===== src/rtl/dicr_pkg.sv =====
package dicr_pkg;

  // Next value of one completion flag: a set from the engine wins over a clear.
  function automatic logic flag_next(input logic cur, input logic clr, input logic set);
    return (cur & ~clr) | set;
  endfunction

  // Master interrupt condition.
  function automatic logic master_cond(input logic gen, input logic any_flag, input logic force_bit);
    return (gen & any_flag) | force_bit;
  endfunction

  // Edge rule for the outgoing request.
  function automatic logic rise(input logic nxt, input logic cur);
    return nxt & ~cur;
  endfunction

endpackage


===== src/rtl/dicr_fields.sv =====
module dicr_fields #(
  parameter int NUM_CH = 7,
  parameter int CTRL_W = 6
) (
  input  logic              clk,
  input  logic              rst_n,
  input  logic              wr_en,
  input  logic [CTRL_W-1:0] wr_ctrl,
  input  logic              wr_force,
  input  logic [NUM_CH-1:0] wr_chen,
  input  logic              wr_gen,
  output logic [CTRL_W-1:0] ctrl_q,
  output logic              force_q,
  output logic [NUM_CH-1:0] chen_q,
  output logic              gen_q,
  output logic              force_nx,
  output logic [NUM_CH-1:0] chen_nx,
  output logic              gen_nx
);

  logic [CTRL_W-1:0] ctrl_nx;

  always_comb begin
    ctrl_nx  = ctrl_q;
    force_nx = force_q;
    chen_nx  = chen_q;
    gen_nx   = gen_q;
    if (wr_en) begin
      ctrl_nx  = wr_ctrl;
      force_nx = wr_force;
      chen_nx  = wr_chen;
      gen_nx   = wr_gen;
    end
  end

  always_ff @(posedge clk or negedge rst_n) begin
    if (!rst_n) begin
      ctrl_q  <= '0;
      force_q <= 1'b0;
      chen_q  <= '0;
      gen_q   <= 1'b0;
    end else begin
      ctrl_q  <= ctrl_nx;
      force_q <= force_nx;
      chen_q  <= chen_nx;
      gen_q   <= gen_nx;
    end
  end

endmodule


===== src/rtl/dicr_flag_bank.sv =====
module dicr_flag_bank #(
  parameter int NUM_CH = 7
) (
  input  logic              clk,
  input  logic              rst_n,
  input  logic              wr_en,
  input  logic [NUM_CH-1:0] clr_bits,
  input  logic [NUM_CH-1:0] done_pulse,
  input  logic [NUM_CH-1:0] chen_nx,
  output logic [NUM_CH-1:0] flags_q,
  output logic [NUM_CH-1:0] flags_nx,
  output logic [NUM_CH-1:0] set_hit,
  output logic [NUM_CH-1:0] clr_hit
);

  for (genvar ch = 0; ch < NUM_CH; ch++) begin : g_flag
    assign clr_hit[ch]  = wr_en & clr_bits[ch];
    assign set_hit[ch]  = done_pulse[ch] & chen_nx[ch];
    assign flags_nx[ch] = dicr_pkg::flag_next(flags_q[ch], clr_hit[ch], set_hit[ch]);

    always_ff @(posedge clk or negedge rst_n) begin
      if (!rst_n) flags_q[ch] <= 1'b0;
      else        flags_q[ch] <= flags_nx[ch];
    end
  end

endmodule


===== src/rtl/dicr_master.sv =====
module dicr_master #(
  parameter int NUM_CH = 7
) (
  input  logic              clk,
  input  logic              rst_n,
  input  logic              gen_nx,
  input  logic              force_nx,
  input  logic [NUM_CH-1:0] flags_nx,
  output logic              master_q,
  output logic              master_nx,
  output logic              master_rise,
  output logic              irq_q
);

  logic any_flag_nx;

  assign any_flag_nx = |flags_nx;
  assign master_nx   = dicr_pkg::master_cond(gen_nx, any_flag_nx, force_nx);
  assign master_rise = dicr_pkg::rise(master_nx, master_q);

  always_ff @(posedge clk or negedge rst_n) begin
    if (!rst_n) begin
      master_q <= 1'b0;
      irq_q    <= 1'b0;
    end else begin
      master_q <= master_nx;
      irq_q    <= master_rise;
    end
  end

endmodule


===== src/rtl/dma_irq_ctrl.sv =====
module dma_irq_ctrl #(
  parameter int NUM_CH = 7,
  parameter int CTRL_W = 6,
  localparam int REG_W = 2 * NUM_CH + 18
) (
  input  logic              clk,
  input  logic              rst_n,
  input  logic              wr_en,
  input  logic [REG_W-1:0]  wr_data,
  input  logic [NUM_CH-1:0] done_pulse,
  output logic [REG_W-1:0]  rd_data,
  output logic              irq_req
);

  localparam int FORCE_POS  = 15;
  localparam int RSV_W      = FORCE_POS - CTRL_W;
  localparam int EN_LSB     = FORCE_POS + 1;
  localparam int GEN_POS    = EN_LSB + NUM_CH;
  localparam int FLAG_LSB   = GEN_POS + 1;
  localparam int MASTER_POS = FLAG_LSB + NUM_CH;

  // Write-side decode
  logic [CTRL_W-1:0] wr_ctrl;
  logic              wr_force;
  logic [NUM_CH-1:0] wr_chen;
  logic              wr_gen;
  logic [NUM_CH-1:0] wr_clr;

  assign wr_ctrl  = wr_data[CTRL_W-1:0];
  assign wr_force = wr_data[FORCE_POS];
  assign wr_chen  = wr_data[EN_LSB +: NUM_CH];
  assign wr_gen   = wr_data[GEN_POS];
  assign wr_clr   = wr_data[FLAG_LSB +: NUM_CH];

  // Named internal events
  logic [CTRL_W-1:0] ctrl_q;
  logic              force_q, gen_q, force_nx, gen_nx;
  logic [NUM_CH-1:0] chen_q, chen_nx;
  logic [NUM_CH-1:0] flags_q, flags_nx, set_hit, clr_hit;
  logic              master_q, master_nx, master_rise;

  dicr_fields #(.NUM_CH(NUM_CH), .CTRL_W(CTRL_W)) u_fields (
    .clk      (clk),
    .rst_n    (rst_n),
    .wr_en    (wr_en),
    .wr_ctrl  (wr_ctrl),
    .wr_force (wr_force),
    .wr_chen  (wr_chen),
    .wr_gen   (wr_gen),
    .ctrl_q   (ctrl_q),
    .force_q  (force_q),
    .chen_q   (chen_q),
    .gen_q    (gen_q),
    .force_nx (force_nx),
    .chen_nx  (chen_nx),
    .gen_nx   (gen_nx)
  );

  dicr_flag_bank #(.NUM_CH(NUM_CH)) u_flags (
    .clk        (clk),
    .rst_n      (rst_n),
    .wr_en      (wr_en),
    .clr_bits   (wr_clr),
    .done_pulse (done_pulse),
    .chen_nx    (chen_nx),
    .flags_q    (flags_q),
    .flags_nx   (flags_nx),
    .set_hit    (set_hit),
    .clr_hit    (clr_hit)
  );

  dicr_master #(.NUM_CH(NUM_CH)) u_master (
    .clk         (clk),
    .rst_n       (rst_n),
    .gen_nx      (gen_nx),
    .force_nx    (force_nx),
    .flags_nx    (flags_nx),
    .master_q    (master_q),
    .master_nx   (master_nx),
    .master_rise (master_rise),
    .irq_q       (irq_req)
  );

  assign rd_data[CTRL_W-1:0]             = ctrl_q;
  assign rd_data[FORCE_POS-1:CTRL_W]     = {RSV_W{1'b0}};
  assign rd_data[FORCE_POS]              = force_q;
  assign rd_data[EN_LSB +: NUM_CH]       = chen_q;
  assign rd_data[GEN_POS]                = gen_q;
  assign rd_data[FLAG_LSB +: NUM_CH]     = flags_q;
  assign rd_data[MASTER_POS]             = master_q;

endmodule


===== config.mk =====
export PLATFORM = sky130hd
export DESIGN_NAME = dma_irq_ctrl
export DESIGN_NICKNAME = d
export VERILOG_FILES = /design/src/rtl/dicr_pkg.sv /design/src/rtl/dicr_fields.sv /design/src/rtl/dicr_flag_bank.sv /design/src/rtl/dicr_master.sv /design/src/rtl/dma_irq_ctrl.sv
export SDC_FILE = /design/constraint.sdc
export NUM_CORES = 1
export LEC_CHECK = 0
export ABC_CLOCK_PERIOD_IN_PS = 1700
export BUFFER_PORTS_ARGS = -buffer_cell sky130_fd_sc_hd__buf_2
export CORE_MARGIN = 8
export CORE_UTILIZATION = 41
export DETAILED_ROUTE_END_ITERATION = 8
export PLACE_DENSITY = 0.77
export SLEW_MARGIN = 20
export SYNTH_ARGS = -nofsm -noshare
export SYNTH_HDL_FRONTEND = slang
export SYNTH_SLANG_ARGS = --single-unit
export TNS_END_PERCENT = 20

===== constraint.sdc =====
create_clock -name clk -period 1.7 [get_ports clk]
set_input_delay 0.17 -clock clk [delete_from_list [all_inputs] [get_ports clk]]
set_output_delay 0.17 -clock clk [all_outputs]
set_load 0.05 [all_outputs]

## Yosys cells after proc, flatten, opt, wreduce, memory -nomap -nowiden

Cells that the tools add are included.

| storage, ports and cells | value |
|---|---|
| flip-flop bits (word level) | 24 |
| bits in latches | 0 |
| bits in writable memories | 0 |
| memory bits (read-only) | 0 |
| input bits | 42 |
| word-level logic and storage cells | 56 |
| memories | 0 |

| cells by class | value |
|---|---|
| $add $sub $neg | 0 |
| $mul | 0 |
| div/mod/pow operators | 0 |
| $lt $le $gt $ge | 0 |
| eq/ne operators | 0 |
| shift operators | 0 |
| mux-type cells | 3 |
| bitwise gates (word level) | 39 |
| reduce and logical (&&, ||, !) cells | 1 |

Operator list:

| cell | count |
|---|---|
| $and A1 B1 Y1 | 23 |
| $not A1 Y1 | 8 |
| $or A1 B1 Y1 | 8 |
| $mux W7 | 1 |
| $reduce_or A7 Y1 | 1 |
| $mux W1 | 2 |

## Longest topological paths before layout

Gate-level depths: netlist of run 1.

| depth | value |
|---|---|
| word-level depth | 8 |
| mapped depth | 5 |

## By module

A second synthesis of run 1 with hierarchy kept.

| unflattened totals | value |
|---|---|
| cells, all modules | 87 |
| area, all modules | 1122.3 sq um |

By module, submodules not included:

| module | instances | cells each | area each (sq um) |
|---|---|---|---|
| dicr_fields | 1 | 32 | 613.1 |
| dicr_flag_bank | 1 | 35 | 324.1 |
| dma_irq_ctrl | 1 | 13 | 93.8 |
| dicr_master | 1 | 7 | 91.3 |

## Worst setup path after synthesis of run 1

OpenSTA, ideal clock, no wires.

| timing | value |
|---|---|
| path kind | register -> register |
| from | register u_fields.chen_q[3] |
| to | register u_master.irq_q |
| setup time | 0.137 ns |
| data arrival time | 1.302 ns |
| required time | 1.563 ns |
| slack | 0.260 ns |
| cell stages (with the launch flop) | 5 |
| buffers on the path | 0 |
| cells stage by stage | dfrtp_1 > a21oi_1 > o221ai_2 > nor4_2 > a211oi_1 |

| on the way | value |
|---|---|
| longest elaborated chain between the ends | 7 |

Ends and longest elaborated chain:

| what | RTL line | text |
|---|---|---|
| start, declared | dicr_fields.sv:14 | `output logic [NUM_CH-1:0] chen_q,` |
| start signal, assigned | dicr_fields.sv:45 | `chen_q <= chen_nx;` |
| $mux W7 | dicr_fields.sv:28 | `if (wr_en) begin` |
| $and A1 B1 Y1 | dicr_flag_bank.sv:18 | `assign set_hit[ch] = done_pulse[ch] & chen_nx[ch];` |
| $or A1 B1 Y1 | dicr_pkg.sv:5 | `return (cur & ~clr) \| set;` |
| via flags_nx[3] | dma_irq_ctrl.sv:39 | `logic [NUM_CH-1:0] flags_q, flags_nx, set_hit, clr_hit;` |
| $reduce_or A7 Y1 | dicr_master.sv:17 | `assign any_flag_nx = \|flags_nx;` |
| $and A1 B1 Y1 | dicr_pkg.sv:10 | `return (gen & any_flag) \| force_bit;` |
| $or A1 B1 Y1 | dicr_pkg.sv:10 |  |
| $and A1 B1 Y1 | dicr_pkg.sv:15 | `return nxt & ~cur;` |
| via master_rise | dma_irq_ctrl.sv:40 | `logic master_q, master_nx, master_rise;` |
| end signal, assigned | dicr_master.sv:27 | `irq_q <= master_rise;` |
| end, declared | dicr_master.sv:12 | `output logic irq_q` |

The timed path passes the listed nets, and every way through them passes these cells.
A chain may end at the register's enable or synchronous reset.

## Worst setup path in the final report of run 1

| timing | value |
|---|---|
| from | register u_flags.flags_q[3] |
| to | register u_master.irq_q |

| on the way | value |
|---|---|
| longest elaborated chain between the ends | 6 |

Ends and longest elaborated chain:

| what | RTL line | text |
|---|---|---|
| start, declared | dicr_flag_bank.sv:10 | `output logic [NUM_CH-1:0] flags_q,` |
| start signal, assigned by index | dicr_flag_bank.sv:23 | `else flags_q[ch] <= flags_nx[ch];` |
| $and A1 B1 Y1 | dicr_pkg.sv:5 |  |
| $or A1 B1 Y1 | dicr_pkg.sv:5 |  |
| via flags_nx[3] | dma_irq_ctrl.sv:39 |  |
| $reduce_or A7 Y1 | dicr_master.sv:17 |  |
| $and A1 B1 Y1 | dicr_pkg.sv:10 |  |
| $or A1 B1 Y1 | dicr_pkg.sv:10 |  |
| $and A1 B1 Y1 | dicr_pkg.sv:15 |  |
| via master_rise | dma_irq_ctrl.sv:40 |  |

The timed path passes the listed nets, and every way through them passes these cells.

==> summary.md, run 1 <==
| Metric | Value |
|---|---|
| Die area | `0.00473 sq mm` |
| Worst clock skew | `0.00439 ns` |
| R2r startpoint | `u_flags.flags_q[3]$_DFF_PN0_` |
| Synth top cells by count | `dfrtp_1 (24), mux2_2 (13), buf_4 (12), a21oi_1 (8), inv_1 (6)` |
| Maximum buffer depth of the clock tree | `2` |
| Final setup viols | `0` |
| Core area | `0.00271 sq mm` |
| Antenna Nets Post-Route | `0` |
| Critical Path RT | `1.90 ns` |
| F_max | `0.763 GHz` |
| Main combinational cell family by area after synthesis | `multiplexers` |
| Setup TNS | `0 ns` |
| Top-count cell post-synth | `dfrtp_1` |
| Cts bufs inserted | `3` |
| Primary FF master, synth | `dfrtp_1` |
| Actual slew at the worst max-slew pin | `0.541 ns` |
| Wirelength per Cell | `14.5 um` |
| Remaining DRCs | `0` |
| EDFF count, synth | `0` |
| GP Congestion | `0.633` |
| Clock-pin slew on the worst setup and hold paths | `0.13 ns` |
| Initial DRC count | `14` |
| Type of origin of the critical path | `flop` |
| Routed wire length | `2520 um` |
| Max_cap viols | `0` |
| Placed Instances | `168` |
| Rows | `19` |
| Post-route cell area | `0.00142 sq mm` |
| Largest net degree at the start of global routing | `26` |
| First-pass GRT wire length | `3980 um` |
| Status | `finished clean` |
| # port buffers | `55` |
| Cells after synthesis | `88` |
| Worst ir drop on vdd | `0.000706 V` |
| Crit path time final | `1.31 ns` |
| Chip height | `68.8 um` |
| Mapped cell area | `0.00114 sq mm` |
| Number of global-route vias before repair | `937` |
| Leakage power | `0.700 nW` |
| Post-synth top area share | `52.6%` |
| Seq/Total Area, Yosys | `52.6%` |
| NumNets Final | `185` |
| CP Max Fanout | `3` |
| Fraction of registers with async set or reset after synthesis | `100%` |
| Via density | `4.91` |
| Fin util | `52.4%` |
| Worst skew pair latency | `0.31 ns` |
| H-tree depth | `1` |
| Placed cell areas | `0.00138 sq mm` |
| Largest cells by area after synthesis | `dfrtp_1 (53%), mux2_2 (13%), buf_4 (7.9%)` |
| Share of layout cells above drive strength 1 | `59.2%` |
| Diodes inserted | `0` |
| Detailed placement HPWL | `2060 um` |
| Adder-cell share of the synthesized area | `0%` |
| Mux contribution to synthesized area | `15.1%` |
| Final period util | `77.1%` |
| CTS tree | `built` |
| Router iterations before antenna repair | `4` |
| Library cells used by synthesis | `19` |
| PwrDens | `1050 mW/mm^2` |
| Worst path arrival time | `1.51 ns` |
| Congestion Overflow GR | `0` |
| Synth-to-layout area growth | `24.6%` |
| #FFs+latches synth | `24` |
| Max-slew violation count | `0` |
| Initial antenna violation count | `0` |
| Slew headroom | `63.9%` |
| Simple-gate area share of the yosys netlist | `7.02%` |
| Via count | `850` |
| Setup crit end kind | `flop` |
| Post-CTS Setup Inserts | `0` |
| Final hold viol count | `0` |
| HP Start | `wr_data[5]` |
| Hold_ws | `0.0829 ns` |
| Compound-Gate Fraction of Synth Area | `12.6%` |
| Synth area leader | `dfrtp_1` |
| Worst min path class | `in -> reg` |
| Initial Util | `42.1%` |
| CP startpoint | `u_flags.flags_q[3]$_DFF_PN0_` |
| Xor and xnor area share after synthesis | `0%` |
| Die Width | `68.8 um` |
| Overall Global Routing Usage | `10.9%` |
| Clk sinks | `24` |
| Critical path type | `reg -> reg` |
| RSZ-0062 raised after global routing | `no` |
| Avg Inst Size Synth | `13.0 sq um` |
| Synth warn | `0` |
| Clock Root Buffer | `clkbuf_4` |
| Num ports | `75` |
| Post-route insts no fill | `173` |
-- logic make-up (layout without fill, tap and decap cells) --
group	count (synthesis)	count (layout)
flip-flops	24	24
AND/OR/NAND/NOR	11	11
AO/OA/AOI/OAI	16	16
other	1	9
buffers and inverters	21	67
multiplexers	15	15
-- final timing paths --
path / endpoint / slack, ns / cells past startpoint
worst max-delay path: u_master.irq_q$_DFF_PN0_ / 0.39 / 4
worst min-delay path: u_fields.ctrl_q[5]$_DFFE_PN0P_ / 0.08 / 2
worst max register to register: u_master.irq_q$_DFF_PN0_ / 0.39 / 4
worst min register to register: u_master.irq_q$_DFF_PN0_ / 0.43 / 1
max in group asynchronous: u_fields.chen_q[6]$_DFF_PN0_ / 1.01 / 2
min in group asynchronous: u_fields.chen_q[2]$_DFF_PN0_ / 0.34 / 2
-- timing repair --
item                      4_1_cts  5_1_grt
hold endpoints to repair       24        0
hold buffers                    1        0
resized for setup               0        0
-- layer usage --
layer,share of wire (%),track usage [%]
met1,37,11.2
met2,47,19.3
met3,14,4.36
met4,1.2,5.01
met5,0,0
-- layout by cell type (no fill, tap or decap), drive strengths merged --
master / n
clkbuf: 4
o221ai: 6
nand2b: 1
dlygate4sd3: 1
conb: 9
o211ai: 1
a211oi: 1
dfrtp: 24
mux2: 15
nand3: 7
buf: 56
nor2: 1
inv: 6
a21oi: 8
nor4: 2
-- cell type report --
cell class,instances,area (sq um)
repair buffers,57,293
inverters,6,22.5
well taps,31,38.8
flip-flops and latches,24,601
multi-input cells,51,430
fillers,255,1290
clock buffers,4,36.3
-- registers in the layout, indices dropped and copies added (netlist names) --
register,count
u_fields.chen_q,7
u_flags.flags_q,7
u_fields.ctrl_q,6
u_fields.force_q,1
u_fields.gen_q,1
u_master.irq_q,1
u_master.master_q,1
-- per-stage QoR --
stage          setup WS [ns]  power (W)
2_1_floorplan          0.260    0.00110
3_3_place_gp           0.238    0.00121
3_5_place_dp           0.232    0.00122
4_1_cts                0.364    0.00152
5_1_grt                0.261    0.00158
6_report               0.390    0.00150
-- worst max-delay path: stages (launching register included) --
cell,delay [ns]
dfrtp_1,0.42
a21oi_1,0.17
o221ai_2,0.15
nor4_2,0.35
a211oi_1,0.11
-- power breakdown --
group | internal [W] | total (W) | switching, W
Combinational | 0.000138 | 0.000529 | 0.000391
Sequential | 0.000634 | 0.000673 | 0.0000394
Clock | 0.000131 | 0.000296 | 0.000165
Total | 0.000902 | 0.00150 | 0.000595
Power figures use the tool's default switching activity.
==> run 2: changes to the inputs <==
ABC_CLOCK_PERIOD_IN_PS = 1300   (was 1700)
clock period = 1.3 ns   (was 1.7 ns; I/O delays follow)
==> summary.md, run 2 (synthesis gave the netlist of run 1 again) <==
| Metric | Value |
|---|---|
| Status | `finished clean` |
| Most common cell after layout, fill and taps aside | `buf_2` |
| Initial antenna violation count | `0` |
| Psw | `0.000795 W` |
| Fillers | `255` |
| Wirelength per Cell | `15.0 um` |
| Clock Root Buffer | `clkbuf_4` |
| FF-to-FF End | `u_master.irq_q$_DFF_PN0_` |
| Worst ir drop on vdd | `0.000746 V` |
| Worst setup endpoint | `u_master.irq_q$_DFF_PN0_` |
| Initial DRC count | `22` |
| F_max | `0.770 GHz` |
| Via density | `4.95` |
| Max-slew violation count | `0` |
| Most frequent cells in the layout | `buf_2 (55), mux2_2 (13), dfrtp_2 (12), dfrtp_1 (12), buf_4 (10)` |
| DP Worst Slack | `-0.117 ns` |
| Worst clock skew | `0.00415 ns` |
| CTS tree | `built` |
| Remaining DRCs | `0` |
| Critical path type | `reg -> reg` |
| Clock-pin slew on the worst setup and hold paths | `0.12 ns` |
| First-pass GRT wire length | `4400 um` |
| CP startpoint | `u_fields.chen_q[6]$_DFF_PN0_` |
| Number of global-route vias before repair | `1029` |
| Clock share of power | `16.9%` |
| Via count | `900` |
| Chip height | `68.8 um` |
| CP Max Fanout | `2` |
| Flop-to-flop setup slack | `0.0005 ns` |
| Max incr delay on CP | `0.42 ns` |
| # port buffers | `55` |
| Maximum buffer depth of the clock tree | `2` |
| Die Width | `68.8 um` |
| Placed Instances | `173` |
| Worst skew pair latency | `0.31 ns` |
| Power share of the combinational group | `37.6%` |
| R2r startpoint | `u_fields.chen_q[6]$_DFF_PN0_` |
| Worst Reg-to-Reg Cells | `4` |
| Rows | `19` |
| Net Sw Frac | `40.5%` |
| Worst min path class | `in -> reg` |
| NumNets Final | `194` |
| Setup TNS | `0 ns` |
| Antenna Nets Post-Route | `0` |
| Post-route insts no fill | `182` |
| Setup crit end kind | `flop` |
| CP Cell Sequence | `a21oi_2 -> o221ai_2 -> nor4_2 -> a211oi_1` |
| Router iterations before antenna repair | `4` |
| Overall Global Routing Usage | `12.1%` |
| Crit path time final | `1.30 ns` |
| Top Registers | `u_fields.chen_q (7), u_flags.flags_q (7), u_fields.ctrl_q (6)` |
| Initial Util | `42.1%` |
| PwrDens | `1290 mW/mm^2` |
| Num ports | `75` |
| Cts bufs inserted | `3` |
| Clk sinks | `24` |
| Max_cap viols | `0` |
| H-tree depth | `1` |
| Detailed placement HPWL | `2190 um` |
| Slew headroom | `65.0%` |
| CP max stage cell | `dfrtp_1` |
| Share of layout cells above drive strength 1 | `72.8%` |
| Final hold viol count | `0` |
| Final setup viols | `0` |
| Synth-to-layout area growth | `33.1%` |
| Largest net degree at the start of global routing | `25` |
| Worst path arrival time | `1.50 ns` |
| PnR worst setup slack | `0.000537 ns` |
| Actual slew at the worst max-slew pin | `0.525 ns` |
| GP Congestion | `0.670` |
| Critical Path RT | `1.50 ns` |
| Final period util | `100%` |
| RSZ-0062 raised after global routing | `yes` |
| Type of origin of the critical path | `flop` |
| Internal power | `0.00117 W` |
| Sequential share of power | `45.5%` |
| Core area | `0.00271 sq mm` |
| Leakage power | `0.727 nW` |
| Die area | `0.00473 sq mm` |
| Diodes inserted | `0` |
| Congestion Overflow GR | `0` |
| Routed wire length | `2740 um` |
[run 2: cell types whose count changed in the layout (fill, tap and decap cells not counted), sizes merged]
| cell | change |
|---|---|
| buf | +9 |
[run 2: worst min-delay path by stage]
stage                     slack (ns)                             end  depth (start not counted)       start
after floorplan                -0.17    u_fields.chen_q[0]$_DFF_PN0_                          0       rst_n
after global placement          0.13  u_fields.ctrl_q[3]$_DFFE_PN0P_                          1       rst_n
after detailed placement        0.14  u_fields.ctrl_q[4]$_DFFE_PN0P_                          1       rst_n
after CTS                       0.03  u_fields.ctrl_q[2]$_DFFE_PN0P_                          2  wr_data[2]
after global routing            0.03  u_fields.ctrl_q[2]$_DFFE_PN0P_                          2  wr_data[2]
final                           0.04  u_fields.ctrl_q[2]$_DFFE_PN0P_                          2  wr_data[2]
[run 2: per-layer routing]
layer	GRT usage (%)	part of all wire [%]	vias up	wire length, um
met3	4.04	10	3	282
li1	-	-	421	-
met4	3.76	1.1	0	30
met5	0	0	-	0
met1	12.2	35	438	967
met2	22.9	53	38	1460
[run 2: per-stage QoR]
step / utilization (%) / cell area, sq um / hold slack (ns) / total power (W)
floorplan: - / 1200 / -0.166 / 0.00146
global placement: 53.1 / 1440 / 0.128 / 0.00160
detailed placement: 53.1 / 1440 / 0.137 / 0.00162
CTS: 55.4 / 1500 / 0.0328 / 0.00198
global route: 56.0 / 1520 / 0.0277 / 0.00207
finish: 56.0 / 1520 / 0.0427 / 0.00196
[run 2: layout make-up]
type,count,area (sq um),share of cell area (%)
clock buffers,4,26.3,1.73
inverters,6,22.5,1.48
multi-input cells,51,455,30.0
flip-flops and latches,24,616,40.5
well taps,31,38.8,2.55
repair buffers,66,360,23.7
[run 2: timing repair]
action / in CTS / in global routing
hold endpoints to repair: 24 / 0
hold buffers: 1 / 0
setup buffers: 3 / 1
gates resized for setup: 1 / 2
setup endpoints to repair: 2 / 2
pin swaps: 3 / 4
[run 2: power by group through the flow]
stage | clock network [W] | registers [W] | logic [W]
CTS | 0.000355 | 0.000894 | 0.000734
detailed placement | 0 | 0.000908 | 0.000714
floorplan | 0 | 0.00117 | 0.000288
global route | 0.000387 | 0.000907 | 0.000779
finish | 0.000333 | 0.000894 | 0.000738
global placement | 0 | 0.000902 | 0.000701
[run 2: worst max-delay path: cells and delay by family (launching register included)]
family / cells / cell delay [ns]
flip-flops: 1 / 0.42
AO/OA/AOI/OAI: 3 / 0.40
AND/OR/NAND/NOR: 1 / 0.36
